$ cat src/rtl/irqbank_pkg.sv
package irqbank_pkg;
  localparam int VEC_W  = 10;
  localparam int ADDR_W = 6;
  localparam logic [VEC_W-1:0] LIVE_BITS = 10'b00_1111_0111;

  localparam logic [ADDR_W-1:0] OFF_PEND  = 6'h10;
  localparam logic [ADDR_W-1:0] OFF_MASK  = 6'h20;
  localparam logic [ADDR_W-1:0] OFF_ENSET = 6'h24;
  localparam logic [ADDR_W-1:0] OFF_ENCLR = 6'h28;

  // Per-bit action vector of a write-one register: zero unless this offset is hit
  function automatic logic [VEC_W-1:0] w1_strobe(input logic we,
                                                 input logic [ADDR_W-1:0] a,
                                                 input logic [ADDR_W-1:0] off,
                                                 input logic [VEC_W-1:0] d);
    return (we && (a == off)) ? (d & LIVE_BITS) : '0;
  endfunction

  function automatic logic any_active(input logic [VEC_W-1:0] pend,
                                      input logic [VEC_W-1:0] en);
    return |(pend & en & LIVE_BITS);
  endfunction

  function automatic logic [VEC_W-1:0] mask_view(input logic [VEC_W-1:0] en);
    return ~en & LIVE_BITS;
  endfunction
endpackage

$ cat src/rtl/irqbank_cell.sv
module irqbank_cell (
  input  logic clk,
  input  logic rst_n,
  input  logic ev,
  input  logic clr,
  input  logic en_set,
  input  logic en_clr,
  output logic pend,
  output logic en
);
  always_ff @(posedge clk or negedge rst_n) begin
    if (!rst_n) begin
      pend <= 1'b0;
      en   <= 1'b0;
    end else begin
      // an arriving event outranks a software clear in the same cycle
      pend <= ev | (pend & ~clr);
      if (en_set)      en <= 1'b1;
      else if (en_clr) en <= 1'b0;
    end
  end
endmodule

$ cat src/rtl/irqbank_rdmux.sv
module irqbank_rdmux
  import irqbank_pkg::*;
#(
  parameter int DATA_W = 32
) (
  input  logic [ADDR_W-1:0] addr,
  input  logic [VEC_W-1:0]  pend,
  input  logic [VEC_W-1:0]  en,
  output logic [DATA_W-1:0] rdata
);
  always_comb begin
    rdata = '0;
    case (addr)
      OFF_PEND: rdata[VEC_W-1:0] = pend & LIVE_BITS;
      OFF_MASK: rdata[VEC_W-1:0] = mask_view(en);
      default:  rdata = '0;
    endcase
  end
endmodule

$ cat src/rtl/irqbank_top.sv
module irqbank_top
  import irqbank_pkg::*;
#(
  parameter int DATA_W = 32
) (
  input  logic              clk,
  input  logic              rst_n,
  input  logic [VEC_W-1:0]  event_i,
  input  logic              wr_en,
  input  logic [ADDR_W-1:0] addr,
  input  logic [DATA_W-1:0] wdata,
  output logic [DATA_W-1:0] rdata,
  output logic              irq_o
);
  logic [VEC_W-1:0] wvec;
  logic [VEC_W-1:0] ev_vec;
  logic [VEC_W-1:0] clr_vec;
  logic [VEC_W-1:0] set_vec;
  logic [VEC_W-1:0] dis_vec;
  logic [VEC_W-1:0] pend_q;
  logic [VEC_W-1:0] en_q;

  assign wvec    = wdata[VEC_W-1:0];
  assign ev_vec  = event_i & LIVE_BITS;
  assign clr_vec = w1_strobe(wr_en, addr, OFF_PEND,  wvec);
  assign set_vec = w1_strobe(wr_en, addr, OFF_ENSET, wvec);
  assign dis_vec = w1_strobe(wr_en, addr, OFF_ENCLR, wvec);

  for (genvar i = 0; i < VEC_W; i++) begin : g_bit
    if (LIVE_BITS[i]) begin : g_live
      irqbank_cell u_cell (
        .clk    (clk),
        .rst_n  (rst_n),
        .ev     (ev_vec[i]),
        .clr    (clr_vec[i]),
        .en_set (set_vec[i]),
        .en_clr (dis_vec[i]),
        .pend   (pend_q[i]),
        .en     (en_q[i])
      );
    end else begin : g_rsvd
      assign pend_q[i] = 1'b0;
      assign en_q[i]   = 1'b0;
    end
  end

  irqbank_rdmux #(.DATA_W(DATA_W)) u_rd (
    .addr  (addr),
    .pend  (pend_q),
    .en    (en_q),
    .rdata (rdata)
  );

  assign irq_o = any_active(pend_q, en_q);
endmodule

$ cat config.mk
export PLATFORM = sky130hd
export DESIGN_NAME = irqbank_top
export DESIGN_NICKNAME = d
export VERILOG_FILES = /design/src/rtl/irqbank_pkg.sv /design/src/rtl/irqbank_cell.sv /design/src/rtl/irqbank_rdmux.sv /design/src/rtl/irqbank_top.sv
export SDC_FILE = /design/constraint.sdc
export NUM_CORES = 1
export LEC_CHECK = 0
export BUFFER_PORTS_ARGS = -buffer_cell sky130_fd_sc_hd__buf_2
export CORE_UTILIZATION = 38
export DETAILED_ROUTE_END_ITERATION = 16
export PLACE_DENSITY = 0.8
export SYNTH_ARGS = -nofsm -noshare
export SYNTH_HDL_FRONTEND = slang
export SYNTH_SLANG_ARGS = --single-unit
$ cat constraint.sdc
create_clock -name clk -period 2.5 [get_ports clk]
set_input_delay 0.5 -clock clk [delete_from_list [all_inputs] [get_ports clk]]
set_output_delay 0.5 -clock clk [all_outputs]
set_load 0.03 [all_outputs]
=== Word-level counts from Yosys, hierarchy flattened ===
Cells that the tools add are included.

* Input port bits: 51
* Word-level logic and storage cells: 70
* Output and inout port bits: 33
* Register bits after elaboration: 14

* Muxes and demuxes: 18
* Bitwise operators: 23
* Equal/unequal tests: 4
* Reductions and logical operators: 11

{| class="wikitable"
|+ Operators by type and width
! cell !! number
|-
| two-way mux 8 bit || 3
|-
| equality test 6 bit, second input constant || 3
|-
| one-hot mux 8 bit (2 select lines) || 1
|-
| two-way mux 1 bit || 14
|-
| nonzero test 2 bit || 7
|-
| AND 8 bit || 1
|-
| inverter 8 bit || 1
|-
| AND 1 bit || 7
|-
| inverter 1 bit || 7
|-
| OR 1 bit || 7
|-
| OR reduction 7 bit || 1
|-
| equality test 6 x 5 -> 1 bit, second input constant || 1
|-
| logical AND 1 bit || 3
|}

=== Depth between registers and ports, before layout ===
* Word-level depth: 6
* Gate-level depth with buffers: 5
* Depth with buffers taken out: 3

=== Cells and area by module ===
From an unflattened synthesis, not the netlist that was laid out.

* Cells, all modules: 144
* Area, all modules: 1207.4 sq um

{| class="wikitable"
|+ Modules (own cells, without submodules)
! module !! sequential area each (sq um) !! cells an instance !! area each (sq um) !! times used
|-
| irqbank_cell || 50.0 || 6 || 72.6 || 7
|-
| irqbank_rdmux || 0.0 || 51 || 397.9 || 1
|-
| irqbank_top || 0.0 || 51 || 301.5 || 1
|}

=== Least setup slack after synthesis ===
OpenSTA, ideal clock, no wires.

* Path kind: input-to-output
* Start point: input addr[4]
* End point: output rdata[0]
* Path buffers: 2
* Cell stages on the path: 5
* Slack: 0.046 ns
* Arrival: 1.954 ns
* Path through: or4b_1 buf_2 or3_1 buf_6 o2bb2ai_2

* Cells in the longest elaborated chain, start to end: 2
* Elaborated cells on any way between the ends: 3

{| class="wikitable"
|+ RTL lines
! what !! line !! text
|-
| from (decl) || irqbank_top.sv:10 || <nowiki>input logic [ADDR_W-1:0] addr,</nowiki>
|-
| equality test 6 bit / equality test 6 x 5 -> 1 bit (equally long branches) || irqbank_rdmux.sv:13 || <nowiki>case (addr)</nowiki>
|-
| one-hot mux 8 bit (2 select lines) * || irqbank_rdmux.sv:13 ||
|-
| to (decl) || irqbank_top.sv:12 || <nowiki>output logic [DATA_W-1:0] rdata,</nowiki>
|}

Every way passes the cells marked *; elsewhere a longest branch is shown, timed or not.

=== Worst setup path after layout ===
* Start point: input addr[4]
* End point: output rdata[5]

The elaborated chain is that of the path after synthesis.

==> qor.csv <==
metric,value,unit
first_iter_violations,14,
cp_max_fo,5,
drtPass1Iterations,4,
wire_per_inst,12.2,um
period_needed,2.47,ns
cts_made_buffers,3,
hold_slack,0.0893,ns
antenna_found_initial,0,
layout_commonest_cell,conb_1,
drv_slew,0,
hpwl,1640,um
skew,0,ns
final_cells,163,
grt_max_degree,15,
synth_cell_type_count,23,
io_pins,84,
critPathTopFamily,simple AND/OR/NAND/NOR gates,
hold_path.class,in2async,
status,"finished, final reports clean",
cellPowerDensity,492,nW/um^2
ys_ff_latch,14,
synth_seq_area_share,35.9,%
cts.clk_slew.worst_paths,0.09,ns
diodes,0,
finalHoldViolCount,0,
crit_type,in2out,
seq_area,350,sq um
coreArea,2450,sq um
place_congestion,0.745,
die_w,52.7,um
crit_required,2.00,ns
synth.avg_cell_area,9.87,sq um
cts_tree,yes,
place_ws,-0.000520,ns
fillers,245,
cts-htree-levels,1,
grt_first_pass_wirelength,3010,um
clkLatencyLatePin,0.28,ns
cts_sinks,14,
ys_warn_count,0,
dr_total_vias,806,
clkPwrFrac,28.6,%
overflow,0,
layout-drive-gt1-share,39.1,%
antenna_left,0,
fin_crit_sh,98.6,%
fp.dieH,52.7,um
fp.dieArea,2780,sq um
nets,185,
layout.cells.most_common_list,"25 x conb_1, 23 x buf_2, 14 x dfrtp_1, 9 x buf_4",
clk_path_buf_depth,2,
worstPathCellList,"buf_2, or4b_4, or3_4, buf_4, o2bb2ai_2, buf_6",
internal-power,0.000377,W
post-cts-setup-buffers,0,
setup_slack,0.0349,ns
p_leak,0.511,nW
power.switching,0.000200,W
rows,18,
combPwrFrac,26.7,%
grtUsageTotal,14.7,%
worstPathArrival,1.97,ns
seq_power_share,44.7,%
crit_buf_inv,3,
ir_worst_vdd,0.273,mV
slowest_delay,0.53,ns
start_util,39.8,%
routed_via_density,4.94,
final-setup-viol-count,0,
max_freq,406,MHz
finalPower,0.000576,W
start_kind,primary input,
synth_area,977,sq um
slowest_stage,or4b_4,
netlist_instances,99,
port_buffers,30,
route.detailed.drc,0,
area_delta_synth_final,19.7,%
p_sw_share,34.6,%
clk_root_buffer_cell,clkbuf_4,
placed_cells,159,
wl,1990,um
multi_input_area,507,sq um
grt_pass1_vias,695,
cap_violations,0,
end_kind,output port,
## logic make-up (layout without fill, tap and decap cells)
family                 count (synthesis)  after routing  share of synthesized area [%]
AND/OR/NAND/NOR                       22             22                           13.7
AO/OA/AOI/OAI                         31             31                           27.7
flip-flops                            14             14                           35.9
buffers and inverters                 31             41                           22.4
other                                  1             25                          0.384
## synthesized netlist by cell type
cell type	number	area, sq um
a21o_1	7	52.6
or3b_4	1	11.3
nand2b_1	1	6.26
nor4_2	1	12.5
nand4_1	7	43.8
buf_1	1	3.75
buf_2	1	5.00
o21ai_1	7	35.0
dfrtp_1	14	350
nand2_1	7	26.3
nand3_1	1	5.00
and2_1	1	6.26
clkbuf_1	3	11.3
buf_4	25	188
conb_1	1	3.75
or3_1	1	6.26
nor2b_1	1	6.26
a222oi_1	1	10.0
o31ai_1	7	52.6
a22oi_1	2	15.0
o2bb2ai_2	7	105
or4b_1	1	10.0
buf_6	1	11.3
## worst paths after layout
kind	start	endpoint	slack (ns)	cells after the start
max in group asynchronous	rst_n	g_bit[5].g_live.u_cell.pend$_DFF_PN0_	2.16	1
max reg2reg	g_bit[7].g_live.u_cell.en$_DFFE_PN0P_	g_bit[7].g_live.u_cell.en$_DFFE_PN0P_	1.78	2
min reg2reg	g_bit[1].g_live.u_cell.pend$_DFF_PN0_	g_bit[1].g_live.u_cell.pend$_DFF_PN0_	0.55	1
max	addr[4]	rdata[5]	0.03	6
min in group clk	event_i[4]	g_bit[4].g_live.u_cell.pend$_DFF_PN0_	0.38	2
min	rst_n	g_bit[7].g_live.u_cell.en$_DFFE_PN0P_	0.09	1
## layout make-up
class                   instances  area share (%)
flip-flops and latches         14            29.9
repair buffers                 37            20.4
clock buffers                   4            3.10
well taps                      30            3.21
multi-input cells              78            43.3
## per-stage QoR
step	instance area [sq um]	util, %	setup TNS [ns]
6_report	1170	47.7	0
5_1_grt	1170	47.7	-0.000439
4_1_cts	1130	46.0	0
3_5_place_dp	1090	44.3	-0.000620
3_3_place_gp	1090	44.3	0
2_1_floorplan	1070	-	0
## flip-flops by register name, indices dropped and copies added (netlist names)
name / count
g_bit.g_live.u_cell.en: 7
g_bit.g_live.u_cell.pend: 7
## per-layer routing
layer	wire, um	GRT usage [%]
met1	842	17.6
met2	1040	26.4
met3	88	2.61
met4	22	4.39
met5	0	0
## repair_timing
action | 4_1_cts | 5_1_grt
setup endpoints to repair | 2 | 7
hold buffers | 0 | 0
gates resized for setup | 2 | 17
## power by group through the flow
| stage | Combinational (W) | Clock [W] | Sequential [W] |
|---|---|---|---|
| 6_report | 0.000154 | 0.000165 | 0.000257 |
| 4_1_cts | 0.000150 | 0.000168 | 0.000257 |
| 3_5_place_dp | 0.000149 | 0 | 0.000262 |
| 5_1_grt | 0.000167 | 0.000177 | 0.000260 |
| 2_1_floorplan | 0.000136 | 0 | 0.000258 |
| 3_3_place_gp | 0.000146 | 0 | 0.000260 |
(Power assumes the default switching activity.)
